**src/rtl/lei_pkg.sv**
```systemverilog
// Package: shared constants for the line-event interrupt controller.
// Assumes a two-bit register address space; source bit order is fixed.
package lei_pkg;
    localparam int LEI_ADDR_W = 2;

    localparam logic [LEI_ADDR_W-1:0] ADDR_ENABLE = 2'd0;
    localparam logic [LEI_ADDR_W-1:0] ADDR_CLEAR  = 2'd1;
    localparam logic [LEI_ADDR_W-1:0] ADDR_STATUS = 2'd2;

    localparam int SRC_VSYNC  = 0;
    localparam int SRC_LINE21 = 1;
    localparam int SRC_LINE284 = 2;
endpackage

```
**src/rtl/lei_src_flag.sv**
```systemverilog
// Module: one sticky pending flag for a single event source.
// The flag sets on an event pulse while enabled and clears on a clear strobe.
// If set and clear arrive together, set wins.
// Assumes evt_i is a one-cycle pulse synchronous to clk.
module lei_src_flag (
    input  logic clk,
    input  logic rst_n,
    input  logic evt_i,
    input  logic en_i,
    input  logic clr_i,
    output logic pend_o
);
    logic pend_q;

    // Sticky flag: set has priority over clear.
    always_ff @(posedge clk) begin
        if (!rst_n)
            pend_q <= 1'b0;
        else if (evt_i && en_i)
            pend_q <= 1'b1;
        else if (clr_i)
            pend_q <= 1'b0;
    end

    assign pend_o = pend_q;


    flag_sets_chk: assert property (@(posedge clk) disable iff (!rst_n)
        (evt_i && en_i) |=> pend_o);


    no_spurious_set_chk: assert property (@(posedge clk) disable iff (!rst_n)
        (!pend_o && !(evt_i && en_i)) |=> !pend_o);


    only_clear_drops_chk: assert property (@(posedge clk) disable iff (!rst_n)
        (pend_o && !clr_i) |=> pend_o);


    clear_drops_chk: assert property (@(posedge clk) disable iff (!rst_n)
        (pend_o && clr_i && !(evt_i && en_i)) |=> !pend_o);
endmodule

```
**src/rtl/lei_regs.sv**
```systemverilog
// Module: register file for the line-event interrupt controller.
// It holds the enable register and decodes write-one-to-clear strobes.
// It also provides combinational readback of enable, clear (reads 0) and status.
// Assumes DATA_W >= NUM_SRC.
module lei_regs #(
    parameter int NUM_SRC = 3,
    parameter int DATA_W  = 8
) (
    input  logic                          clk,
    input  logic                          rst_n,
    input  logic                          wr_en,
    input  logic [lei_pkg::LEI_ADDR_W-1:0] wr_addr,
    input  logic [DATA_W-1:0]             wr_data,
    input  logic [lei_pkg::LEI_ADDR_W-1:0] rd_addr,
    input  logic [NUM_SRC-1:0]            pend_i,
    output logic [NUM_SRC-1:0]            en_o,
    output logic [NUM_SRC-1:0]            clr_o,
    output logic [DATA_W-1:0]             rd_data
);
    import lei_pkg::*;

    logic [NUM_SRC-1:0] en_q;
    logic               wr_enable;
    logic               wr_clear;

    // Address decode for the two writable registers.
    assign wr_enable = wr_en && (wr_addr == ADDR_ENABLE);
    assign wr_clear  = wr_en && (wr_addr == ADDR_CLEAR);

    // Enable register: loaded from the low data bits.
    always_ff @(posedge clk) begin
        if (!rst_n)
            en_q <= '0;
        else if (wr_enable)
            en_q <= wr_data[NUM_SRC-1:0];
    end

    // Clear strobes: only the bits written as one.
    always_comb begin
        clr_o = '0;
        if (wr_clear)
            clr_o = wr_data[NUM_SRC-1:0];
    end

    // Read mux; the clear register and unmapped addresses read zero.
    always_comb begin
        rd_data = '0;
        case (rd_addr)
            ADDR_ENABLE: rd_data[NUM_SRC-1:0] = en_q;
            ADDR_STATUS: rd_data[NUM_SRC-1:0] = pend_i;
            default:     rd_data = '0;
        endcase
    end

    assign en_o = en_q;


    enable_hold_chk: assert property (@(posedge clk) disable iff (!rst_n)
        !(wr_en && wr_addr == ADDR_ENABLE) |=> $stable(en_o));
endmodule

```
**src/rtl/lei_irq_ctrl.sv**
```systemverilog
// Module: top of the line-event interrupt controller.
// Three event sources feed sticky flags; their OR drives an active-high interrupt.
// Assumes event pulses and register accesses are synchronous to clk.
module lei_irq_ctrl #(
    parameter int NUM_SRC = 3,
    parameter int DATA_W  = 8
) (
    input  logic                          clk,
    input  logic                          rst_n,
    input  logic [NUM_SRC-1:0]            evt_i,
    input  logic                          wr_en,
    input  logic [lei_pkg::LEI_ADDR_W-1:0] wr_addr,
    input  logic [DATA_W-1:0]             wr_data,
    input  logic [lei_pkg::LEI_ADDR_W-1:0] rd_addr,
    output logic [DATA_W-1:0]             rd_data,
    output logic                          irq_o
);
    import lei_pkg::*;

    logic [NUM_SRC-1:0] en;
    logic [NUM_SRC-1:0] clr;
    logic [NUM_SRC-1:0] pend;

    lei_regs #(.NUM_SRC(NUM_SRC), .DATA_W(DATA_W)) i_regs (
        .clk    (clk),
        .rst_n  (rst_n),
        .wr_en  (wr_en),
        .wr_addr(wr_addr),
        .wr_data(wr_data),
        .rd_addr(rd_addr),
        .pend_i (pend),
        .en_o   (en),
        .clr_o  (clr),
        .rd_data(rd_data)
    );

    // One sticky flag per source.
    for (genvar s = 0; s < NUM_SRC; s++) begin : g_src
        lei_src_flag i_flag (
            .clk   (clk),
            .rst_n (rst_n),
            .evt_i (evt_i[s]),
            .en_i  (en[s]),
            .clr_i (clr[s]),
            .pend_o(pend[s])
        );
    end

    // Interrupt is the OR of all pending flags.
    assign irq_o = |pend;


    irq_holds_chk: assert property (@(posedge clk) disable iff (!rst_n)
        (irq_o && !(wr_en && wr_addr == ADDR_CLEAR)) |=> irq_o);


    irq_rise_cause_chk: assert property (@(posedge clk) disable iff (!rst_n)
        (!irq_o && ((evt_i & en) == '0)) |=> !irq_o);
endmodule

```
**config.mk**
```make
export PLATFORM = sky130hd
export DESIGN_NAME = lei_irq_ctrl
export DESIGN_NICKNAME = d
export VERILOG_FILES = /design/src/rtl/lei_pkg.sv /design/src/rtl/lei_src_flag.sv /design/src/rtl/lei_regs.sv /design/src/rtl/lei_irq_ctrl.sv
export SDC_FILE = /design/constraint.sdc
export NUM_CORES = 1
export LEC_CHECK = 0
export BUFFER_PORTS_ARGS = -buffer_cell sky130_fd_sc_hd__buf_2
export CORE_AREA = 2 2 39 41
export CTS_BUF_LIST = sky130_fd_sc_hd__clkbuf_4 sky130_fd_sc_hd__clkbuf_8 sky130_fd_sc_hd__clkbuf_16
export DETAILED_ROUTE_END_ITERATION = 16
export DIE_AREA = 0 0 41 43
export GPL_TIMING_DRIVEN = 0
export HOLD_SLACK_MARGIN = 0.08
export PLACE_DENSITY = 0.64
export SLEW_MARGIN = 10
export SYNTH_ARGS = -nofsm -noshare
export SYNTH_HDL_FRONTEND = slang
export SYNTH_SLANG_ARGS = --single-unit
```
**constraint.sdc**
```tcl
create_clock -name clk -period 1 [get_ports clk]
set_input_delay 0.2 -clock clk [delete_from_list [all_inputs] [get_ports clk]]
set_output_delay 0.2 -clock clk [all_outputs]
set_load 0.005 [all_outputs]
```
==> results.py <==
metrics = {
    "status": {
        "status": "finished with violations",
        "violations": "negative setup slack",
    },
    "global_route": {
        "grt_use_met2_pct": 15.6,
        "gr-usage-all-layers_pct": 10.8,
        "grt_pass1_vias": 290,
        "met1_usage_pct": 9.68,
        "grt_pass1_wl_mm": 1.14,
        "use_met3_pct": 7.85,
        "grt_max_degree": 8,
        "busiest_layer": "met2",
        "grt_overflow": 0,
        "antenna_found_initial": 0,
    },
    "sta": {
        "rsz0062_at_grt": "yes",
        "fin_setup_tns_ns": -0.620,
        "final-setup-viol-count": 4,
        "fin_worst_skew_ns": 0.00131,
        "final_max_slew_viol_count": 0,
        "finalCritPeriodShare_pct": 125,
        "setup_slack_ns": -0.247,
        "period_minus_slack_ns": 1.25,
        "hold_viol": 0,
        "clock.fmax_mhz": 802,
    },
    "place": {
        "place_ws_ns": 0.00258,
        "dp_cells": 76,
        "io_buffers": 16,
        "finalWeightedCongestion": 0.722,
        "dpl-instance-area_um2": 454,
    },
    "setup_path": {
        "crit_arrival_ns": 1.05,
        "crit_buf_inv": 1,
        "cp.required_ns": 0.80,
        "crit_chain": "or3_1 > buf_2",
        "worstPathMaxFanout": 2,
        "crit_slowest_cell": "or3_1",
        "critPathCaptureType": "output port",
        "worst-setup-path-type": "reg2out",
        "max_stage_delay_ns": 0.36,
        "r2r_slack_ns": 0.05,
        "start_kind": "flop",
        "cp_top_family": "simple AND/OR/NAND/NOR gates",
    },
    "power_and_ir_drop": {
        "leakagePower_uw": 0.000276,
        "p_per_area_nw_per_um2": 1090,
        "irDropWorstVdd_mv": 0.487,
    },
    "synthesis": {
        "syn-mean-instance-area_um2": 8.48,
        "ys_types": 12,
        "ys_seq_area_share_pct": 35.4,
        "synthCells": 40,
        "yosysWarningCount": 0,
        "synth-seq-cells": 6,
        "syn-cell-area_um2": 339,
    },
    "layout": {
        "multi_input_area_um2": 193,
        "design_area_um2": 531,
        "mostFrequentLayoutCells": "buf_2 (16), buf_4 (10), nand2_1 (9)",
        "final_nets": 89,
        "final_util_pct": 38.3,
        "drive_gt1_share_pct": 50.7,
        "fill_cells": 155,
        "layout_commonest_cell": "buf_2",
        "ff_latch_area_um2": 125,
        "area_delta_synth_final_pct": 56.5,
        "stdcell_count": 85,
        "antenna_cells": 0,
    },
    "route": {
        "drtIter0Drc": 3,
        "vias": 347,
        "via_per_inst": 4.08,
        "wirelength_um": 722,
        "route.detailed.drc": 0,
        "wire_per_inst_um": 8.49,
        "drt_pass1_iterations": 4,
        "postRouteAntennaNets": 0,
    },
    "floorplanning": {
        "core_area_um2": 1380,
        "die_w_um": 41,
        "start_util_pct": 24.5,
        "die_h_um": 43,
        "io_pins": 27,
        "die-area_um2": 1760,
        "num_rows": 14,
    },
    "clock_network": {
        "clock_latency_ns": 0.25,
        "path_clk_slew_ns": 0.04,
        "ctsHtreeMaxLevel": 1,
        "cts_made_buffers": 3,
        "cts_tree": "built",
        "cts_max_path_buffers": 2,
        "cts_root_buffer": "clkbuf_4",
        "clock-sinks": 6,
    },
    "min_path": {
        "hp-class": "in2reg",
    },
    "run": {
        "maxCapViolCount": 0,
    },
}
flip-flops by register name, summed over array words and instances (netlist names):
name	count
i_regs.en_o	3
g_src.i_flag.pend_o	3
path summary, 6_finish.rpt:
check                          from                     end  cells past startpoint
max          g_src[0].i_flag.pend_o                   irq_o                      2
min                      wr_data[2]  g_src[2].i_flag.pend_o                      2
max reg2reg  g_src[2].i_flag.pend_o  g_src[2].i_flag.pend_o                      5
min reg2reg          i_regs.en_o[0]          i_regs.en_o[0]                      2
worst reg2reg max path, delay by kind of cell, from the launching register on:
kind / cells / cell delay, ns
flops: 1 / 0.31
buf+inv: 3 / 0.33
compound gates: 2 / 0.17
synthesized netlist by cell type, drive strengths merged:
library cell  count  area (um2)
a21oi             3        15.0
a311oi            3        26.3
and3b             1        8.76
buf               5        37.5
conb              1        3.75
dfxtp             6         120
inv               1        3.75
mux2i             6        60.1
nand2             9        33.8
nor2              3        11.3
nor3b             1        12.5
or3               1        6.26
layout make-up:
type | instances | share of cell area (%)
repair buffers | 22 | 24.3
plain buffers | 5 | 7.08
well taps | 16 | 3.77
clock buffers | 3 | 4.25
multi-input cells | 32 | 36.3
flip-flops and latches | 6 | 23.6
inverters | 1 | 0.708
cells by family after synthesis:
family / synth area share, %
buf+inv: 12.2
flops: 35.4
compound gates: 12.2
simple gates: 21.4
mux: 17.7
other cells: 1.11
through the flow:
stage | hold slack [ns] | power [uW]
6_report | 0.149 | 578
5_1_grt | 0.140 | 626
4_1_cts | 0.148 | 583
3_5_place_dp | 0.412 | 344
3_3_place_gp | 0.414 | 342
2_1_floorplan | 0.308 | 301
metal layers:
layer  up-vias  wire length [um]  share of wire (%)
li1        190                 -                  -
met1       140               276                 38
met2        15               355                 49
met3         2                68                9.4
met4         0                21                2.9
met5         -                 0                  0
where the power goes:
part           switching [uW]  internal (uW)  total [uW]  leakage, uW
sequential               4.57            248         252    0.0000506
combinational            41.5           56.1        97.6     0.000211
clock                    92.4            136         228    0.0000138
timing repair:
action | CTS | global route
setup buffers | 5 | 1
resized for setup | 5 | 0
hold buffers | 0 | 0
pin swaps | 1 | 1
setup endpoints to repair | 4 | 4
Power figures use the tool's default switching activity.
